### src/rtl/pfr_pkg.sv
package pfr_pkg;

   typedef enum logic [1:0] {
      ST_RUN  = 2'd0,
      ST_FAIL = 2'd1,
      ST_HOLD = 2'd2
   } pfr_state_e;

   localparam logic [1:0] MODE_RESTORE  = 2'b00;
   localparam logic [1:0] MODE_STAY_OFF = 2'b01;
   localparam logic [1:0] MODE_MATCH    = 2'b10;
   localparam logic [1:0] MODE_RSVD     = 2'b11;

   // Level the recovery policy asks for at the end of the holdoff.
   function automatic logic policy_on(input logic [1:0] mode,
                                      input logic       restore,
                                      input logic       saved,
                                      input logic       match_seen);
      case (mode)
         MODE_RESTORE: policy_on = restore & saved;
         MODE_MATCH:   policy_on = match_seen;
         default:      policy_on = 1'b0;
      endcase
   endfunction

endpackage

### src/rtl/pfr_supply_fsm.sv
module pfr_supply_fsm
   import pfr_pkg::*;
#(
   parameter int TICKS_PER_SEC = 64
) (
   input  logic       clk,
   input  logic       rst_n,
   input  logic       on_batt,
   input  logic       tick,
   output pfr_state_e state,
   output logic       recover,
   output logic       masked
);

   pfr_state_e nxt;
   logic       hold_last;

   generate
      if (TICKS_PER_SEC == 1) begin : g_single
         assign hold_last = 1'b1;
      end else begin : g_count
         localparam int CW = $clog2(TICKS_PER_SEC);
         localparam logic [CW-1:0] LAST = CW'(TICKS_PER_SEC - 1);
         logic [CW-1:0] cnt;

         always_ff @(posedge clk or negedge rst_n) begin
            if (!rst_n) begin
               cnt <= '0;
            end else if (state != ST_HOLD || on_batt) begin
               cnt <= '0;
            end else if (tick) begin
               cnt <= cnt + 1'b1;
            end
         end

         assign hold_last = (cnt == LAST);
      end
   endgenerate

   assign recover = (state == ST_HOLD) && !on_batt && tick && hold_last;

   always_comb begin
      nxt = state;
      case (state)
         ST_RUN:  if (on_batt) nxt = ST_FAIL;
         ST_FAIL: if (!on_batt) nxt = ST_HOLD;
         ST_HOLD: begin
            if (on_batt)      nxt = ST_FAIL;
            else if (recover) nxt = ST_RUN;
         end
         default: nxt = ST_FAIL;
      endcase
   end

   always_ff @(posedge clk or negedge rst_n) begin
      if (!rst_n) state <= ST_RUN;
      else        state <= nxt;
   end

   assign masked = (state != ST_RUN);

endmodule

### src/rtl/pfr_wake_gate.sv
module pfr_wake_gate #(
   parameter int N_WAKE = 8
) (
   input  logic [N_WAKE-1:0] wake_raw_n,
   input  logic [N_WAKE-1:0] wake_en,
   input  logic              masked,
   output logic [N_WAKE-1:0] wake_q_n,
   output logic              wake_hit
);

   logic [N_WAKE-1:0] hit_v;

   generate
      for (genvar i = 0; i < N_WAKE; i++) begin : g_bit
         assign wake_q_n[i] = wake_raw_n[i] | masked;
         assign hit_v[i]    = ~wake_q_n[i] & wake_en[i];
      end
   endgenerate

   assign wake_hit = |hit_v;

endmodule

### src/rtl/pfr_on_ctrl.sv
module pfr_on_ctrl
   import pfr_pkg::*;
(
   input  logic       clk,
   input  logic       rst_n,
   input  pfr_state_e state,
   input  logic       on_batt,
   input  logic       recover,
   input  logic       wake_hit,
   input  logic       btn_n,
   input  logic       sw_off,
   input  logic       match_evt,
   input  logic       match_en,
   input  logic [1:0] mode,
   input  logic       restore_en,
   output logic       pwr_on
);

   logic saved_on;
   logic match_pend;
   logic btn_hit;
   logic turn_on;

   assign btn_hit = !btn_n && (state != ST_FAIL);
   assign turn_on = btn_hit || wake_hit ||
                    (recover && policy_on(mode, restore_en, saved_on, match_pend));

   always_ff @(posedge clk or negedge rst_n) begin
      if (!rst_n) begin
         saved_on <= 1'b0;
      end else if (state == ST_RUN && on_batt) begin
         saved_on <= pwr_on;
      end
   end

   always_ff @(posedge clk or negedge rst_n) begin
      if (!rst_n) begin
         match_pend <= 1'b0;
      end else if ((state == ST_RUN && on_batt) || recover) begin
         match_pend <= 1'b0;
      end else if (state == ST_FAIL && match_evt && match_en) begin
         match_pend <= 1'b1;
      end
   end

   always_ff @(posedge clk or negedge rst_n) begin
      if (!rst_n) begin
         pwr_on <= 1'b0;
      end else if (on_batt) begin
         pwr_on <= 1'b0;
      end else if (turn_on) begin
         pwr_on <= 1'b1;
      end else if (sw_off && state == ST_RUN) begin
         pwr_on <= 1'b0;
      end
   end

endmodule

### src/rtl/pfr_ctrl.sv
module pfr_ctrl
   import pfr_pkg::*;
#(
   parameter int N_WAKE        = 8,
   parameter int TICKS_PER_SEC = 64
) (
   input  logic              clk,
   input  logic              rst_n,
   input  logic              on_batt,
   input  logic              tick,
   input  logic [N_WAKE-1:0] wake_raw_n,
   input  logic [N_WAKE-1:0] wake_en,
   input  logic              match_evt,
   input  logic              match_en,
   input  logic              pwr_btn_n,
   input  logic              sw_off,
   input  logic [1:0]        rec_mode,
   input  logic              restore_en,
   output logic [N_WAKE-1:0] wake_q_n,
   output logic              inputs_masked,
   output logic              pwr_on
);

   generate
      if (N_WAKE < 1) begin : g_bad_width
         $error("pfr_ctrl: N_WAKE must be at least 1");
      end
      if (TICKS_PER_SEC < 1) begin : g_bad_ticks
         $error("pfr_ctrl: TICKS_PER_SEC must be at least 1");
      end
   endgenerate

   pfr_state_e state;
   logic       recover;
   logic       wake_hit;

   pfr_supply_fsm #(.TICKS_PER_SEC(TICKS_PER_SEC)) fsm_i (
      .clk     (clk),
      .rst_n   (rst_n),
      .on_batt (on_batt),
      .tick    (tick),
      .state   (state),
      .recover (recover),
      .masked  (inputs_masked)
   );

   pfr_wake_gate #(.N_WAKE(N_WAKE)) gate_i (
      .wake_raw_n (wake_raw_n),
      .wake_en    (wake_en),
      .masked     (inputs_masked),
      .wake_q_n   (wake_q_n),
      .wake_hit   (wake_hit)
   );

   pfr_on_ctrl on_i (
      .clk        (clk),
      .rst_n      (rst_n),
      .state      (state),
      .on_batt    (on_batt),
      .recover    (recover),
      .wake_hit   (wake_hit),
      .btn_n      (pwr_btn_n),
      .sw_off     (sw_off),
      .match_evt  (match_evt),
      .match_en   (match_en),
      .mode       (rec_mode),
      .restore_en (restore_en),
      .pwr_on     (pwr_on)
   );

endmodule

### config.mk
export PLATFORM = sky130hd
export DESIGN_NAME = pfr_ctrl
export DESIGN_NICKNAME = d
export VERILOG_FILES = /design/src/rtl/pfr_pkg.sv /design/src/rtl/pfr_supply_fsm.sv /design/src/rtl/pfr_wake_gate.sv /design/src/rtl/pfr_on_ctrl.sv /design/src/rtl/pfr_ctrl.sv
export SDC_FILE = /design/constraint.sdc
export NUM_CORES = 1
export LEC_CHECK = 0
export ABC_AREA = 1
export BUFFER_PORTS_ARGS = -buffer_cell sky130_fd_sc_hd__clkbuf_2
export CORE_MARGIN = 1.5
export CORE_UTILIZATION = 35
export DETAILED_ROUTE_END_ITERATION = 16
export GPL_TIMING_DRIVEN = 0
export PLACE_DENSITY = 0.67
export RECOVER_POWER = 25
export SLEW_MARGIN = 20
export SYNTH_ARGS = -nofsm -noshare
export SYNTH_HDL_FRONTEND = slang
export SYNTH_SLANG_ARGS = --single-unit
### constraint.sdc
create_clock -name clk -period 1.25 [get_ports clk]
set_input_delay 0.1875 -clock clk [delete_from_list [all_inputs] [get_ports clk]]
set_output_delay 0.1875 -clock clk [all_outputs]
set_load 0.01 [all_outputs]
# After elaboration in Yosys (flattened, before gate mapping)

Index checks and enable logic that the tools add are counted.

Flip-flop bits (word level): 11
Output and inout bits: 10
Input bits: 27

Eq/ne operators: 9
Bitwise gates (word level): 25
Add/subtract/negate cells: 1
Reductions and logical operators: 23
Muxes and demuxes: 13

Operator list:

| kind                | count |
|---|---|
| $mux 6              | 2 |
| $and 1x1->1         | 9 |
| $logic_and 1x1->1   | 9 |
| $mux 2              | 4 |
| $not 1->1           | 8 |
| $or 1x1->1          | 8 |
| $reduce_or 8->1     | 1 |
| $add 6x1->6 const B | 1 |
| $eq 6x6->1 const B  | 1 |
| $ne 2x2->1 const B  | 3 |
| $pmux 2 s3          | 1 |
| $reduce_bool 2->1   | 3 |
| $mux 1              | 5 |
| $eq 2x2->1 const B  | 2 |
| $logic_not 2->1     | 2 |
| $logic_or 1x1->1    | 4 |
| $ne 3x2->1 const B  | 1 |
| $reduce_and 3->1    | 1 |
| $reduce_bool 3->1   | 1 |
| $eq 2x1->1 const B  | 1 |
| $logic_not 1->1     | 2 |
| $ne 2x1->1 const B  | 1 |
| $pmux 1 s2          | 1 |

# Logic depth before layout (Yosys ltp)

Depth in word-level cells: 9
Mapped depth: 8
Gate-level depth less buffers: 8

# Modules after synthesis

From an unflattened synthesis, not the netlist that was laid out.

Cell total of the unflattened synthesis: 109
Area total of the unflattened synthesis: 763.2 µm²

By module, submodules not included:

| module         | cells each | seq. area each (µm²) | area an instance (µm²) | times used |
|---|---|---|---|---|
| pfr_supply_fsm | 47         | 200.2                | 417.9                  | 1 |
| pfr_on_ctrl    | 29         | 75.1                 | 187.7                  | 1 |
| pfr_wake_gate  | 33         | 0.0                  | 157.7                  | 1 |

# Least setup slack after synthesis

Ideal clock, no wire load.

Path kind: register -> register
From: register fsm_i.state[0]
To: register on_i.saved_on
Arrival: 1.172 ns
Library setup time: 0.125 ns
Cell stages (with the launch flop): 5
Required time: 1.125 ns
Path slack: -0.046 ns
Path buffers: 0
Path through: dfrtp_1 nor2_4 inv_1 nor2_1 mux2_2

Cells in the longest elaborated chain, start to end: 2

Ends and longest elaborated chain:

| item                   | RTL line             | source |
|---|---|---|
| from (decl)            | pfr_supply_fsm.sv:10 | `output pfr_state_e state,` |
| from (signal assigned) | pfr_supply_fsm.sv:57 | `else state <= nxt;` |
| $logic_not 2->1        | pfr_on_ctrl.sv:31    | `end else if (state == ST_RUN && on_batt) begin` |
| $logic_and 1x1->1      | pfr_on_ctrl.sv:31    |  |
| to (signal assigned)   | pfr_on_ctrl.sv:32    | `saved_on <= pwr_on;` |
| to (decl)              | pfr_on_ctrl.sv:19    | `logic saved_on;` |

Every way passes these cells.
A chain may end at the register's enable or synchronous reset.

# Worst setup path in the final report

From: register fsm_i.state[1]
To: register on_i.saved_on

Same word-level chain as after synthesis.

==> impl_metrics.tcl <==
set metrics [dict create \
    port_buffers 36 \
    cts-buffers-inserted 3 \
    wl_um 1780 \
    core_region_area_sq_um 1940 \
    drive_gt1_share_pct 41.9 \
    synthMuxAreaShare_pct 1.57 \
    drc_errors 0 \
    r2r-end "on_i.saved_on$_DFFE_PN0P_" \
    ant_nets 0 \
    r2r-start "fsm_i.state[1]$_DFFE_PN0P_" \
    initial_core_util_pct 36.9 \
    gp_congestion 0.740 \
    fp-row-count 16 \
    fin_crit_sh_pct 107 \
    num_io_pins 37 \
    min_from "on_batt" \
    grt_pass1_vias 594 \
    worstSetupPathType "reg -> reg" \
    cts_tree "done" \
    synth_xor_area_share_pct 1.22 \
    firstDrtPassIters 4 \
    tightest_slew_ns 0.612 \
    die_w_um 48.2 \
    grt_usage_pct 13.7 \
    min_path_type "in -> reg" \
    synth_cells 105 \
    ctsHtreeMaxLevel 1 \
    fin_ws_ns -0.0839 \
    antenna_found_initial 0 \
    setup_viol 10 \
    yosysSeqAreaShare_pct 38.5 \
    cts.sinks 11 \
    num_vias 833 \
    critPathRequiredTime_ns 1.42 \
    die_area_sq_um 2330 \
    yosysUniqueCellTypes 17 \
    r2r_cells 5 \
    violations "negative setup slack" \
    die_h_um 48.2 \
    clk_pin_slew_ns 0.07 \
    finalNonFillerCells 182 \
    skew_ns 0.00636 \
    outcome "complete, but fails checks" \
    r2r_slack_ns -0.08 \
    synth_simple_gate_area_share_pct 37.9 \
    synth_nets 133 \
    start_kind "register" \
    syn2layout_area_growth_pct 50.3 \
    synth_top_family_by_area "simple AND/OR/NAND/NOR gates" \
    diodes 0 \
    finalCriticalPeriod_ns 1.33 \
    maxSlewViolCount 0 \
    slew_headroom_pct 59.2 \
    ys_seq_elements 11 \
    layout.nets 184 \
    grt_max_degree 12 \
    grt_first_pass_wirelength_um 2160 \
    rsz0062_at_grt "yes" \
    crit_arrival_ns 1.50 \
    clkLatencyLatePin_ns 0.28 \
    p_total_w 0.000930 \
    viasPerCell 4.58 \
    fmax_mhz 750 \
    drt-initial-drc-count 15 \
    dpl.hpwl_um 1350 \
    clockRootBuffer "clkbuf_4" \
    clk_path_buf_depth 2 \
    power_density_nw_per_um2 864 \
    critical_path.max_fanout 5 \
    post_drt_wl_per_cell_um 9.78 \
    holdPathEnd "on_i.pwr_on$_DFFE_PN0P_" \
    overflow 0 \
    finalHoldViolations 0 \
    fin_hold_ws_ns 0.0901 \
    synth_compound_area_share_pct 7.52 \
    max-cap-violations 0 \
    syn-cell-area_sq_um 716 \
    leakage_nw 0.587 \
    avgSynthCellArea_sq_um 6.82 \
    synth_fa_ha_area_share_pct 1.75 \
    endpoint_kind "register" \
    setup_tns_ns -0.715 \
    dp_cells 168 \
    hold_depth 2 \
    ir_drop_mv 0.765 \
    ys_warn_count 0 \
]
state kept, by name (all words and copies together), names as in the netlist:
signal,flops
on_i.match_pend,1
fsm_i.state,2
on_i.pwr_on,1
on_i.saved_on,1
fsm_i.g_count.cnt,6
cell usage after synthesis:
master | n | area, sq um
mux2_2 | 1 | 11.3
buf_6 | 1 | 11.3
xor2_1 | 1 | 8.76
nand3b_1 | 1 | 7.51
nor2_4 | 1 | 11.3
nor2_1 | 13 | 48.8
inv_1 | 19 | 71.3
nand2_1 | 31 | 116
dfrtp_1 | 11 | 275
ha_1 | 1 | 12.5
a21oi_1 | 3 | 15.0
a41oi_1 | 1 | 8.76
o21ai_0 | 6 | 30.0
nand3_1 | 9 | 45.0
nand3_2 | 2 | 20.0
nor3_1 | 3 | 15.0
nor3b_1 | 1 | 7.51
final cells by class:
| type | instances | area, sq um |
|---|---|---|
| Clock buffer | 4 | 26.3 |
| Sequential cell | 11 | 275 |
| Inverter | 19 | 73.8 |
| Tap cell | 27 | 33.8 |
| Timing Repair Buffer | 46 | 256 |
| Multi-Input combinational cell | 74 | 399 |
| Fill cell | 192 | 866 |
| Buffer | 1 | 11.3 |
report_power, final:
part	internal, W	total [W]	switching [W]	leakage, nW
Clock	0.000124	0.000251	0.000127	0.0150
Sequential	0.000385	0.000403	0.0000183	0.145
Combinational	0.000134	0.000275	0.000141	0.427
Total	0.000642	0.000930	0.000287	0.587
logic make-up after synthesis:
family | Yosys count
flops | 11
buf+inv | 20
xor+xnor | 1
fa+ha+maj | 1
compound gates | 10
simple gates | 61
mux | 1
stage by stage:
step	instance area, sq um	utilization [%]	setup slack (ns)
finish	1080	55.4	-0.0839
global route	1080	55.4	-0.161
CTS	1010	51.9	-0.0746
detailed placement	932	48.0	-0.0679
global placement	932	48.0	-0.0399
floorplan	718	-	0.0270
critical path, cell delays in order (launching register included):
cell     delay, ns
dfrtp_1       0.41
nor2_4        0.15
buf_4         0.15
inv_2         0.04
nor2_2        0.12
mux2_2        0.35
how the worst max path moves through the flow:
stage                                     from  slack, ns                        end
floorplan           fsm_i.state[1]$_DFFE_PN0P_       0.03  on_i.saved_on$_DFFE_PN0P_
detailed placement  fsm_i.state[0]$_DFFE_PN0P_      -0.07  on_i.saved_on$_DFFE_PN0P_
CTS                 fsm_i.state[0]$_DFFE_PN0P_      -0.07                wake_q_n[6]
finish              fsm_i.state[1]$_DFFE_PN0P_      -0.08  on_i.saved_on$_DFFE_PN0P_
global route        fsm_i.state[1]$_DFFE_PN0P_      -0.16              inputs_masked
global placement    fsm_i.state[1]$_DFFE_PN0P_      -0.04  on_i.saved_on$_DFFE_PN0P_
layer usage:
| layer | track usage, % | share of wire [%] | up-vias |
|---|---|---|---|
| met5 | 0 | 0 | - |
| met4 | 6.49 | 1.7 | 0 |
| met3 | 3.33 | 7.6 | 3 |
| met2 | 24.5 | 50 | 36 |
| met1 | 15.0 | 40 | 367 |
| li1 | - | - | 427 |
cell usage in the layout, fill, tap and decap left out, types with 3 or more instances in the layout:
cell       n
clkbuf_2  35
nand2_1   29
inv_1     16
dfrtp_1   11
nor2_1    10
buf_4      9
nand3_1    7
o21ai_0    4
nand3_2    3
nor2_2     3
a21oi_1    3
clkbuf_4   3
repair_timing:
item | CTS | global route
pin swaps | 2 | 3
hold buffers | 1 | 0
gates cloned | 0 | 1
endpoints found under the hold margin | 11 | 0
setup endpoints to repair | 11 | 16
resized for setup | 2 | 14
buffers inserted | 5 | 3
(Power assumes the default switching activity.)
